--- src/rtl/mrate_uart_pkg.sv ---
package mrate_uart_pkg;
    localparam int NRATES = 7;
    localparam int DBITS  = 8;
    localparam int OVS    = 16;
    localparam int TCW    = $clog2(OVS);
    localparam int BCW    = $clog2(DBITS);

    typedef enum logic [1:0] {
        A_STAT = 2'd0,
        A_RATE = 2'd1,
        A_CMD  = 2'd2,
        A_DATA = 2'd3
    } reg_addr_e;

    typedef enum logic [1:0] {TX_IDLE, TX_START, TX_DATA, TX_STOP} tx_state_e;
    typedef enum logic [2:0] {RX_IDLE, RX_START, RX_DATA, RX_STOP, RX_WAIT_HI} rx_state_e;

    function automatic int rate_baud(input int idx);
        case (idx)
            0: return 110;
            1: return 150;
            2: return 300;
            3: return 1200;
            4: return 2400;
            5: return 4800;
            default: return 9600;
        endcase
    endfunction
endpackage

--- src/rtl/mrate_uart_baud.sv ---
module mrate_uart_baud
    import mrate_uart_pkg::*;
#(
    parameter int unsigned CLK_HZ = 14_745_600,
    parameter int          DIV_W  = 14
) (
    input  logic              clk,
    input  logic              rst_n,
    input  logic [NRATES-1:0] rate_bits,
    input  logic              hbaud,
    output logic              en,
    output logic              tick
);
    logic [DIV_W-1:0] div_tab [NRATES];
    logic [DIV_W-1:0] div_sel, div_eff, limit, cnt;
    logic [2:0]       sel;

    for (genvar i = 0; i < NRATES; i++) begin : g_div
        assign div_tab[i] = DIV_W'(CLK_HZ / (OVS * rate_baud(i)));
    end

    always_comb begin
        sel = '0;
        for (int i = 0; i < NRATES; i++) begin
            if (rate_bits[i]) sel = 3'(i);
        end
    end

    assign en      = |rate_bits;
    assign div_sel = div_tab[sel];
    assign div_eff = hbaud ? (div_sel >> 3) : div_sel;
    assign limit   = (div_eff == '0) ? '0 : div_eff - 1'b1;
    assign tick    = en && (cnt >= limit);

    always_ff @(posedge clk) begin
        if (!rst_n || !en)     cnt <= '0;
        else if (cnt >= limit) cnt <= '0;
        else                   cnt <= cnt + 1'b1;
    end
endmodule

--- src/rtl/mrate_uart_tx.sv ---
module mrate_uart_tx
    import mrate_uart_pkg::*;
(
    input  logic             clk,
    input  logic             rst_n,
    input  logic             abort,
    input  logic             en,
    input  logic             tick,
    input  logic             req,
    input  logic [DBITS-1:0] data,
    input  logic             two_stop,
    output logic             take,
    output logic             done,
    output logic             busy,
    output logic             line
);
    tx_state_e        state, nxt;
    logic [TCW-1:0]   tcnt;
    logic [BCW-1:0]   bidx;
    logic [DBITS-1:0] sh;
    logic             stop2;
    logic             run, last_tick;

    assign run       = en && !abort;
    assign last_tick = tick && (tcnt == TCW'(OVS - 1));

    always_ff @(posedge clk) begin
        if (!rst_n || !run) state <= TX_IDLE;
        else                state <= nxt;
    end

    always_comb begin
        nxt  = state;
        take = 1'b0;
        done = 1'b0;
        unique case (state)
            TX_IDLE:  if (run && tick && req) begin
                          nxt  = TX_START;
                          take = 1'b1;
                      end
            TX_START: if (last_tick) nxt = TX_DATA;
            TX_DATA:  if (last_tick && bidx == BCW'(DBITS - 1)) nxt = TX_STOP;
            TX_STOP:  if (run && last_tick && (!two_stop || stop2)) begin
                          nxt  = TX_IDLE;
                          done = 1'b1;
                      end
            default:  nxt = TX_IDLE;
        endcase
    end

    always_comb begin
        unique case (state)
            TX_START: line = 1'b0;
            TX_DATA:  line = sh[0];
            default:  line = 1'b1;
        endcase
        busy = (state != TX_IDLE);
    end

    always_ff @(posedge clk) begin
        if (!rst_n || !run) begin
            tcnt  <= '0;
            bidx  <= '0;
            stop2 <= 1'b0;
            sh    <= '0;
        end else if (take) begin
            tcnt  <= '0;
            bidx  <= '0;
            stop2 <= 1'b0;
            sh    <= data;
        end else if (tick && state != TX_IDLE) begin
            tcnt <= tcnt + 1'b1;
            if (last_tick && state == TX_DATA) begin
                sh   <= sh >> 1;
                bidx <= bidx + 1'b1;
            end
            if (last_tick && state == TX_STOP) stop2 <= !stop2;
        end
    end
endmodule

--- src/rtl/mrate_uart_rx.sv ---
module mrate_uart_rx
    import mrate_uart_pkg::*;
(
    input  logic             clk,
    input  logic             rst_n,
    input  logic             abort,
    input  logic             en,
    input  logic             tick,
    input  logic             rxd,
    output logic             done,
    output logic             ferr,
    output logic [DBITS-1:0] rx_byte,
    output logic             in_frame,
    output logic             full
);
    rx_state_e        state, nxt;
    logic [TCW-1:0]   tcnt;
    logic [BCW-1:0]   bidx;
    logic [DBITS-1:0] sh;
    logic             run, last_tick, mid_tick;

    assign run       = en && !abort;
    assign last_tick = tick && (tcnt == TCW'(OVS - 1));
    assign mid_tick  = tick && (tcnt == TCW'(OVS / 2 - 1));

    always_ff @(posedge clk) begin
        if (!rst_n || !run) state <= RX_IDLE;
        else                state <= nxt;
    end

    always_comb begin
        nxt  = state;
        done = 1'b0;
        ferr = 1'b0;
        unique case (state)
            RX_IDLE:    if (tick && !rxd) nxt = RX_START;
            RX_START:   if (mid_tick) nxt = rxd ? RX_IDLE : RX_DATA;
            RX_DATA:    if (last_tick && bidx == BCW'(DBITS - 1)) nxt = RX_STOP;
            RX_STOP:    if (last_tick) begin
                            done = run;
                            ferr = !rxd;
                            nxt  = rxd ? RX_IDLE : RX_WAIT_HI;
                        end
            RX_WAIT_HI: if (rxd) nxt = RX_IDLE;
            default:    nxt = RX_IDLE;
        endcase
    end

    assign in_frame = (state == RX_START) || (state == RX_DATA) || (state == RX_STOP);
    assign full     = (state == RX_STOP);
    assign rx_byte  = sh;

    always_ff @(posedge clk) begin
        if (!rst_n || !run) begin
            tcnt <= '0;
            bidx <= '0;
        end else if (tick) begin
            unique case (state)
                RX_START: tcnt <= (tcnt == TCW'(OVS / 2 - 1)) ? '0 : tcnt + 1'b1;
                RX_DATA: begin
                    tcnt <= tcnt + 1'b1;
                    if (last_tick) begin
                        sh   <= {rxd, sh[DBITS-1:1]};
                        bidx <= bidx + 1'b1;
                    end
                end
                RX_STOP:  tcnt <= tcnt + 1'b1;
                default:  tcnt <= '0;
            endcase
        end
    end
endmodule

--- src/rtl/mrate_uart.sv ---
module mrate_uart
    import mrate_uart_pkg::*;
#(
    parameter int unsigned CLK_HZ = 14_745_600
) (
    input  logic       clk,
    input  logic       rst_n,
    input  logic [1:0] addr,
    input  logic       wr_en,
    input  logic [7:0] wr_data,
    input  logic       rd_en,
    output logic [7:0] rd_data,
    input  logic       rx_line,
    output logic       tx_line,
    output logic       txe_flag,
    output logic       rda_flag
);
    localparam int DIV_W = $clog2(CLK_HZ / (OVS * rate_baud(0)) + 1);

    logic [7:0]       rate_q;
    logic             hbaud_q, brk_q;
    logic [DBITS-1:0] tx_buf, rx_buf, rx_byte;
    logic             tx_req, rda_q, ov_q, fe_q, int_q;
    logic             rx_s1, rx_s2;
    logic             rate_en, tick, soft_rst;
    logic             wr_rate, wr_cmd, wr_dat, rd_dat;
    logic             take, tx_done, tx_busy, tx_raw;
    logic             rx_done, rx_ferr, in_frame, full;

    assign wr_rate  = wr_en && addr == A_RATE;
    assign wr_cmd   = wr_en && addr == A_CMD;
    assign wr_dat   = wr_en && addr == A_DATA;
    assign rd_dat   = rd_en && addr == A_DATA;
    assign soft_rst = wr_cmd && wr_data[0];

    mrate_uart_baud #(.CLK_HZ(CLK_HZ), .DIV_W(DIV_W)) u_baud (
        .clk(clk), .rst_n(rst_n), .rate_bits(rate_q[NRATES-1:0]),
        .hbaud(hbaud_q), .en(rate_en), .tick(tick)
    );

    mrate_uart_tx u_tx (
        .clk(clk), .rst_n(rst_n), .abort(soft_rst), .en(rate_en), .tick(tick),
        .req(tx_req), .data(tx_buf), .two_stop(!rate_q[7]),
        .take(take), .done(tx_done), .busy(tx_busy), .line(tx_raw)
    );

    mrate_uart_rx u_rx (
        .clk(clk), .rst_n(rst_n), .abort(soft_rst), .en(rate_en), .tick(tick),
        .rxd(rx_s2), .done(rx_done), .ferr(rx_ferr), .rx_byte(rx_byte),
        .in_frame(in_frame), .full(full)
    );

    always_ff @(posedge clk) begin
        if (!rst_n) begin
            rate_q  <= '0;
            hbaud_q <= 1'b0;
            brk_q   <= 1'b0;
            tx_buf  <= '0;
            rx_buf  <= '0;
            tx_req  <= 1'b0;
            rda_q   <= 1'b0;
            ov_q    <= 1'b0;
            fe_q    <= 1'b0;
            int_q   <= 1'b0;
            rx_s1   <= 1'b1;
            rx_s2   <= 1'b1;
        end else begin
            rx_s1 <= rx_line;
            rx_s2 <= rx_s1;
            if (wr_rate) rate_q <= wr_data;
            if (wr_cmd) begin
                hbaud_q <= wr_data[4];
                brk_q   <= wr_data[1];
            end
            if (wr_dat) tx_buf <= wr_data;
            if (rx_done) rx_buf <= rx_byte;

            if (soft_rst)    tx_req <= 1'b0;
            else if (wr_dat) tx_req <= 1'b1;
            else if (take)   tx_req <= 1'b0;

            if (soft_rst)     rda_q <= 1'b0;
            else if (rx_done) rda_q <= 1'b1;
            else if (rd_dat)  rda_q <= 1'b0;

            if (soft_rst)                 ov_q <= 1'b0;
            else if (rx_done && rda_q)    ov_q <= 1'b1;

            if (soft_rst)                 fe_q <= 1'b0;
            else if (rx_done && rx_ferr)  fe_q <= 1'b1;

            if (soft_rst)                 int_q <= 1'b0;
            else if (rx_done || tx_done)  int_q <= 1'b1;
            else if (rd_dat || wr_dat)    int_q <= 1'b0;
        end
    end

    assign txe_flag = !tx_req && !tx_busy;
    assign rda_flag = rda_q;
    assign tx_line  = tx_raw && !brk_q;

    always_comb begin
        unique case (addr)
            A_STAT:  rd_data = {txe_flag, rda_q, int_q, in_frame, full, rx_s2, ov_q, fe_q};
            A_DATA:  rd_data = rx_buf;
            default: rd_data = '0;
        endcase
    end
endmodule

--- config.mk ---
export PLATFORM = sky130hd
export DESIGN_NAME = mrate_uart
export DESIGN_NICKNAME = d
export VERILOG_FILES = /design/src/rtl/mrate_uart_pkg.sv /design/src/rtl/mrate_uart_baud.sv /design/src/rtl/mrate_uart_tx.sv /design/src/rtl/mrate_uart_rx.sv /design/src/rtl/mrate_uart.sv
export SDC_FILE = /design/constraint.sdc
export NUM_CORES = 1
export LEC_CHECK = 0
export ABC_AREA = 1
export BUFFER_PORTS_ARGS = -buffer_cell sky130_fd_sc_hd__buf_2
export CAP_MARGIN = 20
export CORE_UTILIZATION = 55
export CTS_CLUSTER_DIAMETER = 80
export DETAILED_ROUTE_END_ITERATION = 6
export PLACE_DENSITY = 0.72
export SYNTH_ARGS = -nofsm -noshare
export SYNTH_HDL_FRONTEND = slang
export SYNTH_SLANG_ARGS = --single-unit
--- constraint.sdc ---
create_clock -name clk -period 2.97 [get_ports clk]
set_input_delay 0.891 -clock clk [delete_from_list [all_inputs] [get_ports clk]]
set_output_delay 0.891 -clock clk [all_outputs]
set_load 0.01 [all_outputs]
# Word level (Yosys, flattened, before mapping)
# Memory sizes are Yosys's and may differ from the RTL's.
# Index checks and enable logic that the tools add are counted.
totals:
  register_bits: 83
  mem_bits_ro: 112
  input_bits: 15
  out_inout_bits: 11
  elab_cells: 164
  memories: 1
mem_list:
  columns: ["memory", "words", "word_bits", "rd", "rd_ports_with_merged_regs", "write_ports", "line_no", "text"]
  rows:
  - ["(no name shown)", 8, 14, 1, 0, 0, "mrate_uart_baud.sv:30", "assign div_sel = div_tab[sel];"]
op_classes:
  n_addsub: 6
  n_lt_le_gt_ge: 2
  eq_ne: 24
  muxes: 44
  n_bitwise: 3
  n_reduce_logical: 62
op_table:
  columns: ["op", "count"]
  rows:
  - ["$mux 14", 4]
  - ["$mux 3", 11]
  - ["$logic_and 1x1->1", 24]
  - ["$mux 8", 3]
  - ["$ne 2x1->1 const B", 8]
  - ["$pmux 8 s2", 1]
  - ["$mux 1", 15]
  - ["$pmux 3 s5", 1]
  - ["$add 14x1->14 const B", 1]
  - ["$ge 14x14->1", 1]
  - ["$logic_not 14->1", 1]
  - ["$sub 14x1->14 const B", 1]
  - ["$reduce_bool 2->1", 6]
  - ["$mux 2", 5]
  - ["$eq 3x3->1 const B", 3]
  - ["$logic_not 1->1", 9]
  - ["$add 4x1->4 const B", 2]
  - ["$eq 2x2->1 const B", 4]
  - ["$eq 4x4->1 const B", 2]
  - ["$pmux 2 s4", 1]
  - ["$pmux 4 s2", 1]
  - ["$reduce_and 4->1", 2]
  - ["$reduce_or 2->1", 4]
  - ["$logic_or 1x1->1", 7]
  - ["other kinds (17)", 24]

# Longest topological paths before layout
# Gate-level depths: netlist of run 1.
logic_depth:
  depth_word: 22
  depth_mapped: 25
  mapped_depth_nobuf: 25

# By module
# A second synthesis of run 1 with hierarchy kept.
unflattened:
  cells_unflattened: 629
  area_unflattened_um2: 4564.4
modules_own_cells:
  columns: ["mod", "n_inst", "cells_each", "area_each_um2", "seq_area_each_um2"]
  rows:
  - ["mrate_uart_baud", 1, 205, 1351.3, 280.3]
  - ["mrate_uart", 1, 179, 1326.3, 660.6]
  - ["mrate_uart_tx", 1, 143, 1029.7, 360.3]
  - ["mrate_uart_rx", 1, 102, 857.1, 440.4]

# Least setup slack after synthesis of run 1
# OpenSTA, ideal clock, no wires.
synth_path:
  path_type: "reg2reg"
  from: "register rate_q[1]"
  to: "register u_rx.sh[0], in the netlist u_rx.rx_byte[0], enable pin"
  setup_ns: 0.370
  t_arrival_ns: 2.725
  required_ns: 2.600
  slack_ns: -0.125
  stages_incl_launch_ff: 21
  path_buffers: 0
  period_less_slack_ns: 3.095
  cell_sequence: "dfxtp_1 > inv_1 > nor2_1 > o21ai_0 > nand2_1 > nor2_1 > nand2_1 > nand3_1 > o21ai_0 > xor2_1 > ha_1 > nand2_1 > nor2_1 > nand2_1 > nand2_1 > nand2_2 > nand2_4 > nand2_8 > inv_1 > nand3_2 > nor2_1"
synth_via:
  elab_chain_cells: 17
  word_cells_on_any_way: 23
  cone_classes: "1 x add/sub; 1 x order compare; 10 x mux; 2 x bitwise; 8 x reduce/logical; 1 x memory"
synth_lines:
  columns: ["item", "line_no", "text"]
  rows:
  - ["from (decl)", "mrate_uart.sv:20", "logic [7:0] rate_q;"]
  - ["from (signal assigned)", "mrate_uart.sv:70", "if (wr_rate) rate_q <= wr_data;"]
  - ["$mux 1", "mrate_uart_baud.sv:25", "if (rate_bits[i]) sel = 3'(i);"]
  - ["$mux 3 (5 in a row)", "mrate_uart_baud.sv:25", null]
  - ["$not 3->4 (implied by the code)", "mrate_uart_baud.sv:30", null]
  - ["$mem_v2 8x14", null, null]
  - ["$mux 14 (implied by the code) (2 in a row)", "mrate_uart_baud.sv:30", null]
  - ["$mux 14", "mrate_uart_baud.sv:31", "assign div_eff = hbaud ? (div_sel >> 3) : div_sel;"]
  - ["$sub 14x1->14 / $logic_not 14->1 (equally long branches)", "mrate_uart_baud.sv:32", "assign limit = (div_eff == '0) ? '0 : div_eff - 1'b1;"]
  - ["$mux 14", "mrate_uart_baud.sv:32", null]
  - ["$ge 14x14->1", "mrate_uart_baud.sv:33", "assign tick = en && (cnt >= limit);"]
  - ["$logic_and 1x1->1", "mrate_uart_baud.sv:33", null]
  - ["$logic_and 1x1->1", "mrate_uart_rx.sv:23", "assign last_tick = tick && (tcnt == TCW'(OVS - 1));"]
  - ["$reduce_and 4->1 (no source line) (*)", null, null]
  - ["to (signal assigned)", "mrate_uart_rx.sv:63", "sh <= {rxd, sh[DBITS-1:1]};"]
  - ["to (decl)", "mrate_uart_rx.sv:19", "logic [DBITS-1:0] sh;"]
# Mark *: on every way between the ends. The rest lies on a longest branch, timed or not. The select of a mux whose other input is x is not followed.
# A chain may end at the register's enable or synchronous reset.

# Worst setup path in the final report of run 1
layout_path:
  from: "register rate_q[2]"
  to: "register u_tx.bidx[0]"
layout_via:
  elab_chain_cells: 19
  word_cells_on_any_way: 28
  cone_classes: "1 x add/sub; 1 x order compare; 11 x mux; 1 x bitwise; 13 x reduce/logical; 1 x memory"
layout_lines:
  columns: ["item", "line_no", "text"]
  rows:
  - ["$mux 3 (5 in a row)", "mrate_uart_baud.sv:25", null]
  - ["$not 3->4 (implied by the code)", "mrate_uart_baud.sv:30", null]
  - ["$mem_v2 8x14", null, null]
  - ["$mux 14 (implied by the code) (2 in a row)", "mrate_uart_baud.sv:30", null]
  - ["$mux 14", "mrate_uart_baud.sv:31", null]
  - ["$sub 14x1->14 / $logic_not 14->1 (equally long branches)", "mrate_uart_baud.sv:32", null]
  - ["$mux 14", "mrate_uart_baud.sv:32", null]
  - ["$ge 14x14->1", "mrate_uart_baud.sv:33", null]
  - ["$logic_and 1x1->1", "mrate_uart_baud.sv:33", null]
  - ["$logic_and 1x1->1 (2 in a row)", "mrate_uart_tx.sv:37", "TX_IDLE: if (run && tick && req) begin"]
  - ["$mux 1", "mrate_uart_tx.sv:37", null]
  - ["$mux 1", "mrate_uart_tx.sv:36", "unique case (state)"]
  - ["$reduce_or 2->1 (no source line)", null, null]
  - ["to (signal assigned)", "mrate_uart_tx.sv:75", "bidx <= bidx + 1'b1;"]
  - ["to (decl)", "mrate_uart_tx.sv:19", "logic [BCW-1:0] bidx;"]
# Parallel ways exist; a longest one is shown, timed or not. The select of a mux whose other input is x is not followed.

==> run_results.csv, run 1 <==
group,metric,value,unit
route,post_drt_via_cell_ratio,5.26,
setup_path,endpoint_kind,"flip-flop",
sta,skew,0.0117,ns
synthesis,ys_types,41,
synthesis,synth_common_cells,"119 x nand2_1, 92 x nor2_1, 75 x dfxtp_1",
placed_design,dpl_cell_area,0.00480,sq mm
cts,ctsHoldBuffers,0,
synthesis,syn-num-nets,639,
synthesis,avgSynthCellArea,7.39,sq um
synthesis,ys_dominant_reg_cell,"dfxtp_1",
grt,grt_pass1_vias,3734,
synthesis,syn-cell-area,0.00439,sq mm
grt,overflow,0,
setup_path,setup.worst_path.start,"rate_q[2]",
sta,slew-limit-headroom,0.701,
cts,cts_tree,"yes",
synthesis,yosys.cell_count.top_type,"nand2_1",
cts,clkTransAtPathRegs,0.09,ns
route,wl,9.65,mm
route,drc,0,
final_layout,n_fill_cell,650,
cts,cts-root-buf,"clkbuf_8",
cts,clkSinkCount,83,
route,route.vias.total,3973,
placed_design,dp_hpwl,7.00,mm
worst_hold_path,min_from,"rx_s1",
sta,fmax,0.348,GHz
sta,fin_crit,2.87,ns
sta,maxSlewViolCount,0,
power_and_ir_drop,finalPower,2.35,mW
floorplanning,die_w,91.3,um
power_and_ir_drop,cellLeakagePower,2.34,nW
final_layout,final_area,0.00528,sq mm
synthesis,synth_cells,594,
setup_path,path_class,"flip-flop to flip-flop",
grt,grt_max_degree,28,
synthesis,synth_area_leaders,"dfxtp_1 34%, nand2_1 10%, ha_1 8.6%, nor2_1 7.9%, inv_1 5.8%",
cts,cts_htree_levels,3,
floorplanning,dieArea,0.00834,sq mm
sta,tns,0,ns
setup_path,crit_arrival,3.14,ns
run,drv_cap,0,
sta,rsz0062_at_grt,"true",
sta,fin_ws,0.0969,ns
grt,grt_use_total,0.242,
sta,finalSetupViolations,0,
synthesis,async_flop_share,0,
placed_design,routabilityCongestion,0.857,
synthesis,synth_xor_area_frac,0.0197,
synthesis,synth-simple-area-share,0.296,
synthesis,synth_compound_area_frac,0.123,
final_layout,drive_gt1_frac,0.239,
setup_path,r2r_start,"rate_q[2]",
setup_path,cp-start-kind,"flip-flop",
synthesis,synth-seq-cells,83,
synthesis,synth_mux_area_frac,0,
route,drt_iter0_drc,131,
synthesis,synth_top_family_by_area,"simple AND/OR/NAND/NOR gates",
floorplanning,io-pin-count,26,
synthesis,yosys.area.top_type,"dfxtp_1",
grt,grt_pass1_wl,16.1,mm
synthesis,seq_area_frac_synth,0.397,
power_and_ir_drop,max-vdd-ir-drop,325,uV
placed_design,place_ws,-0.154,ns
placed_design,io_buffers,25,
grt,antenna_found_initial,0,
floorplanning,num_rows,32,
synthesis,yosysWarnings,0,
cts,clk_path_buf_depth,2,
sta,tightest_slew,0.448,ns
synthesis,synth_fa_ha_area_frac,0.0855,
power_and_ir_drop,power_density,445,mW/mm^2
sta,hold_violations,0,
cts,clk_latency,0.36,ns
worst_hold_path,hp-class,"flip-flop to flip-flop",
cts,cts_buffers,9,
run_status,status,"completed",
setup_path,cp_max_fo,6,
floorplanning,die_y,91.3,um
route,first_pass_iters,5,
synthesis,synth_enable_flop_cells,8,
route,wl_per_cell,12.8,um
synthesis,yosysTopAreaCellShare,0.342,
sta,final.period_utilization,0.967,
route,ant_nets,0,
sta,hold-worst-slack,0.420,ns
floorplanning,start_util,0.568,
setup_path,critPathRequiredTime,3.24,ns
final_layout,diodes,0,
floorplanning,core,0.00773,sq mm
final_layout,nNetsFinal,693,
final_layout,syn2layout_area_growth,20.3,%
-- per-layer routing --
layer,global-route usage,routed length (um),vias to the layer above
met5,0,0,-
met2,0.412,4660,83
met4,0.111,242,0
li1,-,-,2034
met1,0.297,4350,1835
met3,0.0427,395,21
-- cell families after synthesis --
family                     after synthesis
adders and majority gates               30
and+or+nand+nor                        284
buffers and inverters                   86
DFF                                     83
AOI/OAI and AO/OA                      102
xor gates and xnor gates                 9
-- what timing repair did --
item,4_1_cts,5_1_grt
pin swaps,4,21
setup buffers,0,1
endpoints found under the setup margin,31,56
resized for setup,5,79
cloned,0,2
hold endpoints to repair,0,0
-- sequential cells by signal, indices dropped and copies added, names as in the netlist, 2 cells and up --
name,count
tx_buf,8
u_rx.tcnt,4
u_baud.cnt,14
u_tx.tcnt,4
u_rx.state,3
rate_q,8
u_tx.bidx,3
u_rx.rx_byte,8
rx_buf,8
u_tx.state,2
u_rx.bidx,3
u_tx.sh,8
-- where the power goes --
part / switching [mW] / internal (mW) / total, mW / leakage, nW
registers: 0.0112 / 1.14 / 1.16 / 0.679
logic: 0.227 / 0.131 / 0.357 / 1.56
clock network: 0.441 / 0.393 / 0.834 / 0.0939
total: 0.679 / 1.67 / 2.35 / 2.34
-- critical path, cell delays in order (launching register included) --
cell and delay [ns]:
dfxtp_2 0.36, nor2_2 0.04, o21ai_1 0.15, nand2_2 0.12, nor2_4 0.16, inv_2 0.07
a31oi_4 0.15, nand2_2 0.08, xor2_2 0.15, ha_1 0.29, nand2_1 0.06, nand2_1 0.05
nand2_1 0.07, nand2_2 0.07, a21oi_4 0.22, nand2_8 0.12, nand2_8 0.12, nor2_8 0.04
nand3_4 0.12, buf_6 0.13, xor2_2 0.15, nor2_2 0.04
-- layout make-up --
class                           instances  area [sq um]  area share
Clock buffer                            9           124      0.0235
Clock inverter                          7          75.1      0.0142
Inverter                               72           273      0.0517
Multi-Input combinational cell        427          2550       0.483
Sequential cell                        83          1740       0.330
Tap cell                              102           128      0.0242
Timing Repair Buffer                   55           389      0.0737
-- stage by stage --
| step | utilization | cells |
|---|---|---|
| global route | 0.683 | 755 |
| CTS | 0.648 | 752 |
| floorplan | - | 594 |
| global placement | 0.621 | 736 |
| finish | 0.683 | 755 |
| detailed placement | 0.621 | 736 |
-- layout by cell type (no fill, tap or decap), drive strengths merged, types with 11 or more instances in the layout --
| master | instances |
|---|---|
| nor2 | 98 |
| dfxtp | 75 |
| a21oi | 48 |
| inv | 73 |
| nand4 | 11 |
| o21ai | 42 |
| nand3 | 33 |
| nand2 | 125 |
| ha | 30 |
| buf | 55 |
-- final timing paths --
check                       to  slack, ns  cells past startpoint
setup / recovery  u_tx.bidx[0]        0.1                     21
hold / removal           rx_s2       0.42                      1
setup reg to reg  u_tx.bidx[0]        0.1                     21
hold reg to reg          rx_s2       0.42                      1
Power figures use the tool's default switching activity.
==> inputs of run 2 (changes only) <==
--- a/config.mk
+++ b/config.mk
@@ -6,12 +6,12 @@
 export NUM_CORES = 1
 export LEC_CHECK = 0
 export ABC_AREA = 1
-export BUFFER_PORTS_ARGS = -buffer_cell sky130_fd_sc_hd__buf_2
 export CAP_MARGIN = 20
 export CORE_UTILIZATION = 55
 export CTS_CLUSTER_DIAMETER = 80
 export DETAILED_ROUTE_END_ITERATION = 6
-export PLACE_DENSITY = 0.72
+export DONT_BUFFER_PORTS = 1
+export PLACE_DENSITY = 0.69
 export SYNTH_ARGS = -nofsm -noshare
 export SYNTH_HDL_FRONTEND = slang
 export SYNTH_SLANG_ARGS = --single-unit
==> run 2 against run 1 <==
  * Die area is the same
  * Critical path depth grew 1
  * Final cell count shrank 3.3%
  * Worst setup slack got worse by 0.080 ns
  * Via count down 4.1%
  * Combinational power shrank 14%
  * Routed wire length fell by 1.6%
  * Sequential cell count unchanged
  * Clock power shrank 4.1%
  * Utilization decreased by 2.0 points
  * Critical path type unchanged
  * Highest routed layer unchanged
==> run_results.csv, run 2 (synthesis gave the netlist of run 1 again) <==
group,metric,value,unit
route,route.vias.total,3812,
power_and_ir_drop,power_density,442,mW/mm^2
cts,cts-root-buf,"clkbuf_8",
final_layout,syn2layout_area_growth,16.7,%
route,drt_iter0_drc,134,
floorplanning,die_y,91.3,um
final_layout,regArea,0.00174,sq mm
final_layout,final_common_cell,"nand2_1",
grt,antenna_found_initial,0,
sta,tightest_slew,0.480,ns
final_layout,n_fill_cell,658,
grt,overflow,0,
floorplanning,num_rows,32,
power_and_ir_drop,max-vdd-ir-drop,303,uV
placed_design,routabilityCongestion,0.857,
route,drc,0,
final_layout,largest_reg_flops,14,
placed_design,place_ws,-0.0659,ns
run,drv_cap,0,
setup_path,crit_arrival,3.26,ns
floorplanning,io-pin-count,26,
cts,clkTransAtPathRegs,0.10,ns
setup_path,cp_max_fo,5,
grt,grt_max_degree,29,
sta,fin_ws,0.0173,ns
sta,rsz0062_at_grt,"true",
setup_path,cp_cell_sequence,"nor2_2, o21ai_1, nand2_2, nor2_4, inv_2, a31oi_4, nand2_1, xor2_1, ha_1, nand2_1, nand2_1, nand2_1, nand2_1, a21oi_2, nand2_4, buf_6, nand4_1, nand2_2, buf_6, nand4_1, nand2_1, nor2_1",
route,top_layer,"met4",
route,ant_nets,0,
route,wl_met3,251,um
sta,maxSlewViolCount,0,
final_layout,diodes,0,
cts,clk_path_buf_depth,2,
placed_design,dpl_cell_area,0.00464,sq mm
final_layout,final_area,0.00512,sq mm
placed_design,io_buffers,0,
grt,grt_use_total,0.239,
final_layout,drive_gt1_frac,0.199,
floorplanning,die_w,91.3,um
route,wl_met2,4.93,mm
sta,fmax,0.339,GHz
setup_path,cp-start-kind,"flip-flop",
sta,fin_crit,2.95,ns
cts,cts_buffers,9,
final_layout,nNetsFinal,668,
grt,grt_pass1_wl,15.8,mm
cts,clk_latency,0.37,ns
setup_path,endpoint_kind,"flip-flop",
cts,clkSinkCount,83,
worst_hold_path,hp-class,"flip-flop to flip-flop",
setup_path,max_stage_delay,0.37,ns
sta,hold_violations,0,
route,first_pass_iters,7,
setup_path,crit_buf_inv,3,
placed_design,dp_hpwl,6.85,mm
sta,finalSetupViolations,0,
setup_path,critical_path.top_delay_family,"simple AND/OR/NAND/NOR gates",
route,wl_per_cell,13.0,um
setup_path,slowest_stage,"dfxtp_2",
run_status,status,"completed",
cts,cts_tree,"yes",
final_layout,regMostFlops,"u_baud.cnt",
setup_path,path_common_cell,"nand2_1",
sta,slew-limit-headroom,0.678,
setup_path,path_class,"flip-flop to flip-flop",
route,wl,9.49,mm
floorplanning,start_util,0.568,
route,wl_met1,4.14,mm
final_layout,final_cell_mix,"111 x nand2_1, 80 x nor2_1, 74 x dfxtp_1",
cts,cts_htree_levels,3,
final_layout,multi_input_area,0.00250,sq mm
floorplanning,core,0.00773,sq mm
grt,grt_pass1_vias,3556,
sta,final.period_utilization,0.994,
floorplanning,dieArea,0.00834,sq mm
setup_path,critPathRequiredTime,3.27,ns
power_and_ir_drop,cellLeakagePower,2.19,nW
route,post_drt_via_cell_ratio,5.22,
sta,skew,0.0134,ns
==> run 2: cell types whose count changed in the layout (fill, tap and decap cells not counted), moves of 4 or more <==
cell | previous run | this run
inv_2 | 12 | 8
o21ai_1 | 5 | 9
buf_6 | 7 | 11
buf_2 | 25 | 1
nand2_2 | 14 | 9
nand2_1 | 106 | 111
==> run 2: per-layer routing <==
metal	vias up	GRT usage
met1	1767	0.279
li1	1989	-
met3	16	0.0452
met2	40	0.429
met4	0	0.0992
met5	-	0
==> run 2: area by class of cell <==
class                           count  area share
Clock buffer                        9      0.0242
Clock inverter                      7      0.0134
Inverter                           72      0.0538
Multi-Input combinational cell    425       0.489
Sequential cell                    83       0.340
Tap cell                          102      0.0249
Timing Repair Buffer               32      0.0545
==> run 2: stage by stage <==
| stage | instances | hold slack, ns | total power, mW | TNS [ns] | util |
|---|---|---|---|---|---|
| after floorplan | 594 | 0.392 | 1.38 | 0 | - |
| after global placement | 708 | 0.398 | 1.45 | -0.312 | 0.600 |
| after detailed placement | 708 | 0.405 | 1.45 | -0.838 | 0.600 |
| after CTS | 724 | 0.428 | 2.25 | 0 | 0.627 |
| after global routing | 730 | 0.446 | 2.37 | -4.93 | 0.663 |
| final | 730 | 0.423 | 2.27 | 0 | 0.663 |
==> run 2: final timing paths <==
kind	start	end	slack, ns	cells after the start
setup / recovery	rate_q[2]	u_tx.state[1]	0.02	22
hold / removal	rx_s1	rx_s2	0.42	1
setup reg to reg	rate_q[2]	u_tx.state[1]	0.02	22
hold reg to reg	rx_s1	rx_s2	0.42	1
==> run 2: power breakdown <==
group	total (mW)	switching, mW	leakage (nW)	internal, mW
clock network	0.800	0.475	0.0915	0.325
logic	0.307	0.196	1.42	0.112
registers	1.16	0.0132	0.679	1.14
==> run 2: what timing repair did <==
| action | CTS | global route |
|---|---|---|
| endpoints found under the setup margin | 34 | 48 |
| hold buffers | 0 | 0 |
| setup buffers | 0 | 6 |
| pin swaps | 1 | 27 |
| resized for setup | 6 | 75 |
| endpoints found under the hold margin | 0 | 0 |
| gates cloned | 0 | 1 |
==> inputs of run 3 (changes only) <==
--- a/config.mk
+++ b/config.mk
@@ -7,11 +7,13 @@
 export LEC_CHECK = 0
 export ABC_AREA = 1
 export CAP_MARGIN = 20
-export CORE_UTILIZATION = 55
+export CELL_PAD_IN_SITES_DETAIL_PLACEMENT = 1
+export CELL_PAD_IN_SITES_GLOBAL_PLACEMENT = 1
+export CORE_UTILIZATION = 42
 export CTS_CLUSTER_DIAMETER = 80
 export DETAILED_ROUTE_END_ITERATION = 6
 export DONT_BUFFER_PORTS = 1
-export PLACE_DENSITY = 0.69
+export PLACE_DENSITY = 0.71
 export SYNTH_ARGS = -nofsm -noshare
 export SYNTH_HDL_FRONTEND = slang
 export SYNTH_SLANG_ARGS = --single-unit
==> run 3 against run 2 <==
  * The flow now finishes with violations (setup timing)
  * Clock-buffer cell count increased by 1
  * Sequential cell count unchanged
  * Worst setup slack got worse by 0.13 ns
  * Via count increased by 3.4%
  * First-iteration DRC count decreased by 2.2%
==> run_results.csv, run 3 (synthesis gave the netlist of run 1 again) <==
group,metric,value,unit
final_layout,regMostFlops,"u_baud.cnt",
route,post_drt_via_cell_ratio,5.11,
grt,overflow,0,
final_layout,largest_reg_flops,14,
placed_design,io_buffers,0,
setup_path,reg2reg_depth,20,
sta,fin_crit,3.08,ns
placed_design,dp_hpwl,8.42,mm
run_status,violations,"setup timing",
setup_path,crit_buf_inv,1,
final_layout,fin_util,0.534,
worst_hold_path,worstHoldEndpoint,"rx_s2",
placed_design,routabilityCongestion,0.800,
cts,ctsHoldBuffers,0,
route,drc,0,
worst_hold_path,min_from,"rx_s1",
sta,maxSlewViolCount,0,
setup_path,setup.worst_path.start,"rate_q[2]",
floorplanning,die_w,104,um
route,drt_iter0_drc,131,
final_layout,syn2layout_area_growth,21.0,%
cts,clkSinkCount,83,
sta,hold_violations,0,
grt,grt_pass1_wl,18.6,mm
setup_path,path_class,"flip-flop to flip-flop",
cts,cts_htree_levels,3,
run_status,status,"complete, but fails checks",
setup_path,slowest_stage,"dfxtp_2",
floorplanning,dieArea,0.0109,sq mm
placed_design,place_ws,-0.137,ns
sta,rsz0062_at_grt,"true",
setup_path,crit_arrival,3.33,ns
setup_path,rr_endpoint,"u_tx.sh[0]",
sta,fmax,0.325,GHz
power_and_ir_drop,power_density,454,mW/mm^2
cts,cts-root-buf,"clkbuf_8",
sta,hold-worst-slack,0.430,ns
sta,skew,0.00556,ns
worst_hold_path,worstHoldPathCells,1,
sta,slew-limit-headroom,0.662,
power_and_ir_drop,finalPower,2.41,mW
setup_path,cp_cell_sequence,"nor2_2, o21ai_1, nand2_2, nor2_4, nand2_2, nand3_1, o21ai_1, xor2_1, ha_1, nand2_1, nor2_1, nand2_1, nand2_1, nand2_2, nand2_4, nand3_4, buf_8, or2_2, o21ai_2, a21oi_2",
power_and_ir_drop,max-vdd-ir-drop,208,uV
route,ant_nets,0,
route,wl,11.5,mm
floorplanning,core,0.00995,sq mm
grt,grt_use_total,0.212,
cts,cts_tree,"yes",
route,route.vias.total,3942,
setup_path,cp_max_fo,6,
sta,finalSetupViolations,30,
floorplanning,die_y,104,um
run,drv_cap,0,
cts,clkTransAtPathRegs,0.09,ns
sta,final.period_utilization,1.04,
final_layout,drive_gt1_frac,0.219,
setup_path,critPathRequiredTime,3.22,ns
final_layout,final_common_cell,"nand2_1",
worst_hold_path,hp-class,"flip-flop to flip-flop",
floorplanning,io-pin-count,26,
final_layout,final_area,0.00531,sq mm
floorplanning,start_util,0.441,
setup_path,cp-start-kind,"flip-flop",
power_and_ir_drop,cellLeakagePower,2.26,nW
grt,grt_pass1_vias,4061,
floorplanning,num_rows,36,
setup_path,endpoint_kind,"flip-flop",
setup_path,max_stage_delay,0.36,ns
sta,fin_ws,-0.110,ns
final_layout,nNetsFinal,678,
cts,clk_latency,0.36,ns
setup_path,regToRegSetupSlack,-0.11,ns
cts,cts_buffers,9,
final_layout,final_cell_mix,"103 x nand2_1, 81 x nor2_1, 74 x dfxtp_1",
cts,clk_path_buf_depth,2,
sta,tightest_slew,0.504,ns
placed_design,dpl_cell_area,0.00472,sq mm
final_layout,diodes,0,
final_layout,n_fill_cell,1248,
setup_path,r2r_start,"rate_q[2]",
grt,grt_max_degree,29,
route,first_pass_iters,4,
grt,antenna_found_initial,0,
route,wl_per_cell,14.9,um
setup_path,critical_path.top_delay_family,"simple AND/OR/NAND/NOR gates",
## run 3: routing by layer
layer / GRT usage / share of wire
met1: 0.236 / 0.42
met2: 0.406 / 0.54
met3: 0.0420 / 0.024
met4: 0.0602 / 0.016
met5: 0 / 0
## run 3: layout make-up
class                   instances  area (sq um)  area share
clock inverters                 6          88.8      0.0167
repair buffers                 41           357      0.0671
multi-input cells             426          2550       0.479
flip-flops and latches         83          1740       0.328
well taps                     133           166      0.0313
inverters                      72           283      0.0532
clock buffers                  10           128      0.0240
## run 3: worst reg2reg max path, delay by kind of cell (launching register included)
| kind | cells | cell delay, ns |
|---|---|---|
| and+or+nand+nor | 13 | 1.55 |
| AOI/OAI and AO/OA | 4 | 0.41 |
| DFF | 1 | 0.36 |
| adders and majority gates | 1 | 0.32 |
| buffers and inverters | 1 | 0.18 |
| xor gates and xnor gates | 1 | 0.17 |
## run 3: worst max path at each step
stage | to | depth (start not counted)
2_1_floorplan | u_rx.rx_byte[0] | 20
3_3_place_gp | u_rx.rx_byte[0] | 21
3_5_place_dp | u_rx.rx_byte[0] | 20
4_1_cts | u_rx.rx_byte[0] | 20
5_1_grt | u_tx.sh[0] | 20
6_report | u_tx.sh[0] | 20
## run 3: repair_timing
item                       4_1_cts  5_1_grt
resized for setup               17       90
buffers inserted                 0        9
cloned                           0        1
setup endpoints to repair       42       55
pin swaps                        7       19
## run 3: through the flow
stage	cells	setup TNS (ns)
6_report	771	-1.23
2_1_floorplan	594	0
3_3_place_gp	745	-0.0599
4_1_cts	761	0
3_5_place_dp	745	-2.29
5_1_grt	771	-10.68
## run 3: where the power goes
part           internal, mW  switching, mW
Clock                 0.476          0.434
Combinational         0.131          0.215
Sequential             1.14         0.0139
